### src/rtl/gpio_ioc_pkg.sv
package gpio_ioc_pkg;
  localparam int CFG_W          = 8;
  localparam int CFG_CLR_SEL    = 0;
  localparam int CFG_POL_HI     = 1;
  localparam int CFG_OPEN_DRAIN = 2;
  localparam int CFG_MIRROR     = 6;

  typedef struct packed {
    logic lvl;
    logic oe;
  } irq_drive_t;
endpackage

### src/rtl/gpio_ioc_sync.sv
module gpio_ioc_sync #(
  parameter int W = 8
) (
  input  logic         clk,
  input  logic         rst_n,
  input  logic [W-1:0] d_async,
  output logic [W-1:0] d_sync
);
  logic [W-1:0] stage1;

  always_ff @(posedge clk or negedge rst_n) begin
    if (!rst_n) begin
      stage1 <= '0;
      d_sync <= '0;
    end else begin
      stage1 <= d_async;
      d_sync <= stage1;
    end
  end
endmodule

### src/rtl/gpio_ioc_cmp.sv
module gpio_ioc_cmp #(
  parameter int W = 8
) (
  input  logic         clk,
  input  logic         rst_n,
  input  logic [W-1:0] pin_s,
  input  logic [W-1:0] en,
  input  logic [W-1:0] mode,
  input  logic [W-1:0] dflt,
  output logic [W-1:0] hit
);
  logic [W-1:0] prev_q;

  always_ff @(posedge clk or negedge rst_n) begin
    if (!rst_n) prev_q <= '0;
    else        prev_q <= pin_s;
  end

  for (genvar i = 0; i < W; i++) begin : g_pin
    logic ref_bit;
    assign ref_bit = mode[i] ? dflt[i] : prev_q[i];
    assign hit[i]  = en[i] & (pin_s[i] ^ ref_bit);
  end
endmodule

### src/rtl/gpio_ioc_bank.sv
module gpio_ioc_bank #(
  parameter int W = 8
) (
  input  logic         clk,
  input  logic         rst_n,
  input  logic [W-1:0] pin_s,
  input  logic [W-1:0] hit,
  input  logic         clr,
  output logic         pending,
  output logic [W-1:0] flag,
  output logic [W-1:0] cap
);
  localparam logic [W-1:0] ONE = {{(W-1){1'b0}}, 1'b1};

  logic [W-1:0] first_hit;
  logic         fire;

  assign first_hit = hit & (~hit + ONE);
  assign fire      = !pending && (|hit);

  always_ff @(posedge clk or negedge rst_n) begin
    if (!rst_n) begin
      pending <= 1'b0;
      flag    <= '0;
      cap     <= '0;
    end else if (pending && clr) begin
      pending <= 1'b0;
      flag    <= '0;
    end else if (fire) begin
      pending <= 1'b1;
      flag    <= first_hit;
      cap     <= pin_s;
    end
  end

  AST_ONE_FLAG: assert property (@(posedge clk) disable iff (!rst_n)
    pending |-> ($countones(flag) == 1));
  AST_IDLE_FLAG: assert property (@(posedge clk) disable iff (!rst_n)
    !pending |-> (flag == '0));
  AST_HOLD_PENDING: assert property (@(posedge clk) disable iff (!rst_n)
    (pending && !clr) |=> (pending && $stable(flag) && $stable(cap)));
  AST_CLEAR_WORKS: assert property (@(posedge clk) disable iff (!rst_n)
    (pending && clr) |=> (!pending && $stable(cap)));
  AST_NO_CAUSE: assert property (@(posedge clk) disable iff (!rst_n)
    (!pending && hit == '0) |=> !pending);
endmodule

### src/rtl/gpio_ioc_drv.sv
module gpio_ioc_drv
  import gpio_ioc_pkg::*;
(
  input  logic       act,
  input  logic       pol_hi,
  input  logic       open_drain,
  output irq_drive_t drv
);
  always_comb begin
    if (open_drain) begin
      drv.lvl = 1'b0;
      drv.oe  = act;
    end else begin
      drv.lvl = pol_hi ? act : !act;
      drv.oe  = 1'b1;
    end
  end
endmodule

### src/rtl/gpio_ioc_ctrl.sv
module gpio_ioc_ctrl
  import gpio_ioc_pkg::*;
#(
  parameter int BANK_W  = 8,
  parameter int N_BANKS = 2
) (
  input  logic                      clk,
  input  logic                      rst_n,
  input  logic [BANK_W*N_BANKS-1:0] pin_in,
  input  logic [BANK_W*N_BANKS-1:0] int_en,
  input  logic [BANK_W*N_BANKS-1:0] int_mode,
  input  logic [BANK_W*N_BANKS-1:0] int_dflt,
  input  logic [7:0]                cfg,
  input  logic [N_BANKS-1:0]        rd_port,
  input  logic [N_BANKS-1:0]        rd_cap,
  output logic [BANK_W*N_BANKS-1:0] port_val,
  output logic [BANK_W*N_BANKS-1:0] int_flag,
  output logic [BANK_W*N_BANKS-1:0] int_cap,
  output logic [N_BANKS-1:0]        irq_lvl,
  output logic [N_BANKS-1:0]        irq_oe
);
  localparam int PW = BANK_W * N_BANKS;

  logic [PW-1:0]      pin_s;
  logic [PW-1:0]      hit;
  logic [N_BANKS-1:0] pend;
  logic [N_BANKS-1:0] clr;
  logic [N_BANKS-1:0] act;

  gpio_ioc_sync #(.W(PW)) u_sync (
    .clk(clk), .rst_n(rst_n), .d_async(pin_in), .d_sync(pin_s)
  );

  assign port_val = pin_s;

  for (genvar b = 0; b < N_BANKS; b++) begin : g_bank
    irq_drive_t drv;

    gpio_ioc_cmp #(.W(BANK_W)) u_cmp (
      .clk   (clk),
      .rst_n (rst_n),
      .pin_s (pin_s[b*BANK_W +: BANK_W]),
      .en    (int_en[b*BANK_W +: BANK_W]),
      .mode  (int_mode[b*BANK_W +: BANK_W]),
      .dflt  (int_dflt[b*BANK_W +: BANK_W]),
      .hit   (hit[b*BANK_W +: BANK_W])
    );

    assign clr[b] = cfg[CFG_CLR_SEL] ? rd_cap[b] : rd_port[b];

    gpio_ioc_bank #(.W(BANK_W)) u_bank (
      .clk     (clk),
      .rst_n   (rst_n),
      .pin_s   (pin_s[b*BANK_W +: BANK_W]),
      .hit     (hit[b*BANK_W +: BANK_W]),
      .clr     (clr[b]),
      .pending (pend[b]),
      .flag    (int_flag[b*BANK_W +: BANK_W]),
      .cap     (int_cap[b*BANK_W +: BANK_W])
    );

    assign act[b] = cfg[CFG_MIRROR] ? (|pend) : pend[b];

    gpio_ioc_drv u_drv (
      .act        (act[b]),
      .pol_hi     (cfg[CFG_POL_HI]),
      .open_drain (cfg[CFG_OPEN_DRAIN]),
      .drv        (drv)
    );

    assign irq_lvl[b] = drv.lvl;
    assign irq_oe[b]  = drv.oe;

    AST_WRONG_READ_PORTSEL: assert property (@(posedge clk) disable iff (!rst_n)
      (pend[b] && !cfg[CFG_CLR_SEL] && !rd_port[b]) |=> pend[b]);
    AST_WRONG_READ_CAPSEL: assert property (@(posedge clk) disable iff (!rst_n)
      (pend[b] && cfg[CFG_CLR_SEL] && !rd_cap[b]) |=> pend[b]);
  end

  AST_MIRROR_AGREE: assert property (@(posedge clk) disable iff (!rst_n)
    cfg[CFG_MIRROR] |-> ((irq_lvl == {N_BANKS{irq_lvl[0]}}) &&
                         (irq_oe == {N_BANKS{irq_oe[0]}})));
  AST_PUSHPULL_OE: assert property (@(posedge clk) disable iff (!rst_n)
    !cfg[CFG_OPEN_DRAIN] |-> (irq_oe == '1));
endmodule

### config.mk
export PLATFORM = sky130hd
export DESIGN_NAME = gpio_ioc_ctrl
export DESIGN_NICKNAME = d
export VERILOG_FILES = /design/src/rtl/gpio_ioc_pkg.sv /design/src/rtl/gpio_ioc_sync.sv /design/src/rtl/gpio_ioc_cmp.sv /design/src/rtl/gpio_ioc_bank.sv /design/src/rtl/gpio_ioc_drv.sv /design/src/rtl/gpio_ioc_ctrl.sv
export SDC_FILE = /design/constraint.sdc
export NUM_CORES = 1
export LEC_CHECK = 0
export BUFFER_PORTS_ARGS = -buffer_cell sky130_fd_sc_hd__buf_4
export CAP_MARGIN = 10
export CORE_MARGIN = 1.5
export CORE_UTILIZATION = 35
export CTS_CLUSTER_DIAMETER = 80
export CTS_CLUSTER_SIZE = 28
export DETAILED_ROUTE_END_ITERATION = 8
export PLACE_DENSITY_LB_ADDON = 0.12
export SKIP_CTS_REPAIR_TIMING = 1
export SLEW_MARGIN = 20
export SYNTH_ARGS = -nofsm -noshare
export SYNTH_HDL_FRONTEND = slang
export SYNTH_SLANG_ARGS = --single-unit
### constraint.sdc
create_clock -name clk -period 1.7 [get_ports clk]
set_input_delay 0.17 -clock clk [delete_from_list [all_inputs] [get_ports clk]]
set_output_delay 0.17 -clock clk [all_outputs]
set_load 0.05 [all_outputs]
Word-level counts from Yosys, hierarchy flattened
Cells that the tools add are included.
{ "totals": {"in_bits": 78, "elab_cells": 97, "regBits": 82, "output_inout_bits": 52} }
{ "op_classes": {"mux": 32, "add_sub_neg": 2, "n_reduce_logical": 15, "n_bitwise": 38} }
{ "ops": {"columns": ["operator", "count"], "rows": [
  ["$mux 8", 4],
  ["$mux 1", 26],
  ["$add 8x1->8 const B", 2],
  ["$and 1x1->1", 16],
  ["$and 8x8->8", 2],
  ["$not 8->8", 2],
  ["$reduce_or 8->1", 2],
  ["$xor 1x1->1", 16],
  ["$logic_and 1x1->1", 4],
  ["$logic_not 1->1", 4],
  ["$mux 2", 2],
  ["$reduce_and 2->1", 2],
  ["$reduce_bool 2->1", 2],
  ["$not 1->1", 2],
  ["$reduce_or 2->1", 1]
]} }

Longest topological paths before layout
{ "depth": {"word_depth": 8, "ltp_mapped": 6, "mapped_depth_nobuf": 5} }

By module
From an unflattened synthesis, not the netlist that was laid out.
{ "unflattened": {"cells_unflattened": 248, "area_unflattened_um2": 3303.2} }
{ "modules_own_cells": {"columns": ["mod", "area_per_inst_um2", "seq_area_each_um2", "cells_each", "n_inst"], "rows": [
  ["gpio_ioc_bank", 773.2, 425.4, 63, 2],
  ["gpio_ioc_cmp", 440.4, 200.2, 40, 2],
  ["gpio_ioc_sync", 800.8, 800.8, 32, 1],
  ["gpio_ioc_ctrl", 37.5, 0.0, 4, 1],
  ["gpio_ioc_drv", 18.8, 0.0, 3, 2]
]} }

Least setup slack after synthesis
Ideal clock, no wire load.
{ "synth_timing": {"path_kind": "reg2reg", "startpoint": "reg u_sync.d_sync[8]", "endpoint": "reg g_bank[1].u_bank.cap[5]", "setup_ps": 128, "required_time_ps": 1572, "period_less_slack_ps": 2104, "t_arrival_ps": 1976, "path_stages_with_launch": 7, "n_path_buf": 1, "path_slack_ps": -404, "cell_sequence": "dfrtp_1 nand2b_1 mux2_2 and4_4 a41oi_4 buf_6 mux2_1"} }
{ "synth_between": {"elab_chain_len": 5} }
{ "synth_lines": {"columns": ["element", "line_no", "rtl"], "rows": [
  ["start, declared", "gpio_ioc_sync.sv:7", "output logic [W-1:0] d_sync"],
  ["start signal, assigned", "gpio_ioc_sync.sv:17", "d_sync <= stage1;"],
  ["$xor 1x1->1", "gpio_ioc_cmp.sv:22", "assign hit[i] = en[i] & (pin_s[i] ^ ref_bit);"],
  ["$and 1x1->1", "gpio_ioc_cmp.sv:22", null],
  ["$reduce_or 8->1", "gpio_ioc_bank.sv:19", "assign fire = !pending && (|hit);"],
  ["$logic_and 1x1->1", "gpio_ioc_bank.sv:19", null],
  ["$reduce_and 2->1 (no line)", null, null],
  ["end signal, assigned", "gpio_ioc_bank.sv:32", "cap <= pin_s;"],
  ["end, declared", "gpio_ioc_bank.sv:11", "output logic [W-1:0] cap"]
]} }
No other way between the ends.
A chain may end at the register's enable or synchronous reset.

Worst setup path in the final report
{ "layout_timing": {"startpoint": "reg g_bank[1].u_cmp.prev_q[3]", "endpoint": "reg g_bank[1].u_bank.cap[1]"} }
{ "layout_between": {"elab_chain_len": 6} }
{ "layout_lines": {"columns": ["element", "line_no", "rtl"], "rows": [
  ["start, declared", "gpio_ioc_cmp.sv:12", "logic [W-1:0] prev_q;"],
  ["start signal, assigned", "gpio_ioc_cmp.sv:16", "else prev_q <= pin_s;"],
  ["$mux 1", "gpio_ioc_cmp.sv:21", "assign ref_bit = mode[i] ? dflt[i] : prev_q[i];"],
  ["$xor 1x1->1", "gpio_ioc_cmp.sv:22", null],
  ["$and 1x1->1", "gpio_ioc_cmp.sv:22", null],
  ["$reduce_or 8->1", "gpio_ioc_bank.sv:19", null],
  ["$logic_and 1x1->1", "gpio_ioc_bank.sv:19", null],
  ["$reduce_and 2->1 (no line)", null, null]
]} }
No other way between the ends.

==> results.tsv <==
stage	metric	value	unit
worst_setup_path	crit-path max cell delay	0.37	ns
drt	Avg Vias per Cell	4.53	
cts	CTS Buffer Depth	2	
drt	via count	2439	
worst_setup_path	WP data arrival	2.07	ns
cells_and_area	fin util	0.580	
die	row count	34	
logic_synthesis	synthesized area	3230	um2
worst_setup_path	crit path cell chain	mux2i_1 > mux2_4 > and4_4 > a41oi_4 > buf_12 > mux2_2	
die	io pins	130	
power_and_ir_drop	Pwr Total	5.55	mW
cells_and_area	Post-Layout Inst Area	5100	um2
drt	met3 wire len	455	um
cells_and_area	Area Overhead vs Synth	58.3	%
global_route	GRT Overall Usage	0.151	
timing	Worst Skew	0.0101	ns
global_route	initial antenna violation count	0	
cells_and_area	layout cells sized above 1	0.540	
worst_hold_path	hold path endpoint	g_bank[0].u_bank.flag[6]	
power_and_ir_drop	P per Cell Area	1090	nW/um2
logic_synthesis	Netlist cell types	34	
job	max-cap violations	0	
worst_hold_path	Worst Hold Class	in2reg	
timing	Hold WS	0.138	ns
logic_synthesis	number of synthesized register bits	82	
drt	Antenna Nets Post-Route	0	
timing	setup ws final	-0.143	ns
drt	routed len/inst	14.0	um
logic_synthesis	Avg Cell Area, Syn	13.6	um2
worst_setup_path	Setup CP Type	reg2reg	
power_and_ir_drop	Max IR drop VDD	504	uV
timing	fmax	543	MHz
die	die area	9800	um2
placement	GP Congestion	0.735	
global_route	vias in the first global route	2363	
status	run status	complete, but fails checks	
cts	clk root buf	clkbuf_8	
timing	count of final hold-check violations	0	
timing	Tightest Pin Transition	0.418	ns
drt	drt pass-1 iters	6	
cts	H-tree depth	3	
logic_synthesis	Mapped Cells	238	
logic_synthesis	EDFF count, synth	0	
worst_setup_path	Crit path max-delay family	multiplexers	
worst_setup_path	CP max FO	9	
placement	DP HPWL	5.61	mm
global_route	pin count of the biggest net entering global routing	33	
logic_synthesis	Ys Warns	0	
logic_synthesis	Post-synth ARST share	1.00	
worst_setup_path	Worst Setup Start Kind	flip-flop	
global_route	first-pass GRT wire length	11.4	mm
cells_and_area	layout net count	504	
worst_setup_path	reg2reg path depth	6	
cts	clk_lat worst skew	0.34	ns
timing	fin crit share	1.08	
worst_setup_path	Critical Path RT	1.93	ns
worst_hold_path	Hold Path Depth	3	
worst_setup_path	crit path buf inv count	1	
die	Die W	99	um
drt	DRT met1 WL	3.42	mm
cts	CTS Buf Count	9	
drt	top sig layer	met4	
timing	Max Slew Vio Count	0	
drt	DRC Markers	9	
timing	RSZ-0062 raised after global routing	yes	
cells_and_area	Ant. Diodes	0	
cts	clock transition at the registers of the reported paths	0.08	ns
global_route	gr ovfl total	0	
cts	CTS Sinks	82	
logic_synthesis	fraction of the yosys area taken by sequential cells	0.636	
logic_synthesis	Most used DFF post-synth	dfrtp_1	
logic_synthesis	syn_nets	316	
die	Die Height	99	um
timing	setup TNS	-2.33	ns
power_and_ir_drop	P_leak	2.45	nW
timing	final setup vio count	27	
cells_and_area	fillcell total	767	
drt	total routed wirelength	7.51	mm
drt	metal2 WL	3.53	mm
worst_hold_path	HP Start	int_en[6]	
die	Initial Util	0.366	
worst_setup_path	Reg2Reg Capture Point	g_bank[1].u_bank.cap[1]	
drt	drt initial violations	60	
timing	relative slew slack	0.721	
worst_setup_path	CP endpoint kind	flip-flop	
timing	Final Critical Period	1.84	ns
worst_setup_path	Reg-to-Reg Start	g_bank[1].u_cmp.prev_q[3]	
cts	CTS tree	done	
worst_setup_path	slowest CP cell	dfrtp_1	
placement	placed instance area	4640	um2
worst_setup_path	R2R setup slack	-0.14	ns
status	failing checks	design-rule violations, negative setup slack	
die	CORE AREA	8810	um2
placement	# port buffers	125	
[tightest hold or removal path: stages]
cell     delay [ns]
buf_4          0.12
nand3_1        0.06
o22ai_1        0.07
[how the worst max path moves through the flow]
stage	startpoint	end	slack (ns)	cells past startpoint
after global routing	g_bank[1].u_cmp.prev_q[3]	g_bank[1].u_bank.cap[5]	-0.22	6
after CTS	g_bank[1].u_cmp.prev_q[3]	g_bank[1].u_bank.cap[2]	-0.17	6
after global placement	g_bank[0].u_cmp.prev_q[6]	g_bank[0].u_bank.cap[4]	-0.13	6
final	g_bank[1].u_cmp.prev_q[3]	g_bank[1].u_bank.cap[1]	-0.14	6
after floorplan	u_sync.d_sync[8]	g_bank[1].u_bank.cap[5]	-0.29	6
after detailed placement	g_bank[1].u_cmp.prev_q[2]	g_bank[1].u_bank.cap[1]	-0.16	6
[kinds of logic (layout without fill, tap and decap cells)]
family	Yosys count	count (layout)	synth area share
xor gates and xnor gates	7	7	0.0190
and+or+nand+nor	71	71	0.108
DFF	82	82	0.636
buffers and inverters	8	200	0.0140
muxes	49	49	0.167
AOI/OAI and AO/OA	21	21	0.0559
[registers in the layout, summed over array words and instances, names as in the netlist]
| signal | cells |
|---|---|
| g_bank.u_cmp.prev_q | 16 |
| g_bank.u_bank.flag | 16 |
| u_sync.d_sync | 16 |
| g_bank.u_bank.pending | 2 |
| g_bank.u_bank.cap | 16 |
| u_sync.stage1 | 16 |
[layout by cell type (no fill, tap or decap), drive strengths merged, types with 2 or more instances in the layout]
cell	n
nand2	37
nand3	2
o21ai	6
buf	164
dlygate4sd3	17
mux2	21
nand3b	2
mux2i	28
a21oi	3
inv	4
clkbuf	11
or4b	2
dfrtp	82
o32ai	3
xnor2	7
and2	2
clkinvlp	3
o22ai	2
nor2	7
nand2b	13
[per-stage QoR]
stage,setup slack (ns),std cells
2_1_floorplan,-0.287,238
3_3_place_gp,-0.132,505
3_5_place_dp,-0.161,505
4_1_cts,-0.174,520
5_1_grt,-0.216,538
6_report,-0.143,538
[cells in the mapped netlist (2+ instances only)]
master | n | area share
xnor2_1 | 7 | 0.019
nand3b_1 | 2 | 0.0047
a21oi_1 | 2 | 0.0031
o22ai_1 | 2 | 0.0039
clkbuf_1 | 2 | 0.0023
mux2i_1 | 28 | 0.087
nand3_1 | 2 | 0.0031
inv_1 | 4 | 0.0047
buf_6 | 2 | 0.0070
dfrtp_1 | 82 | 0.64
or4b_2 | 2 | 0.0062
and2_1 | 2 | 0.0039
mux2_2 | 13 | 0.045
nand2b_1 | 13 | 0.025
mux2_1 | 2 | 0.0070
mux2_4 | 6 | 0.028
o21ai_0 | 6 | 0.0093
nor2_1 | 7 | 0.0081
o32ai_1 | 3 | 0.0081
nand2_1 | 37 | 0.043
[metal layers]
metal | GRT usage | vias up
met5 | 0 | -
li1 | - | 1203
met3 | 0.0340 | 10
met1 | 0.207 | 1151
met4 | 0.0626 | 0
met2 | 0.233 | 75
[where the power goes]
| part | switching, mW | internal, mW | leakage (nW) |
|---|---|---|---|
| registers | 0.138 | 2.17 | 0.974 |
| logic | 1.09 | 0.772 | 1.38 |
| clock network | 0.666 | 0.712 | 0.0877 |
[cell type report]
class	instances	area (um2)	area share
clock inverters	4	52.6	0.0103
multi-input cells	148	1250	0.246
well taps	108	135	0.0265
flip-flops and latches	82	2070	0.405
clock buffers	11	141	0.0277
inverters	4	15.0	0.00294
repair buffers	181	1440	0.282
Power figures use the tool's default switching activity.
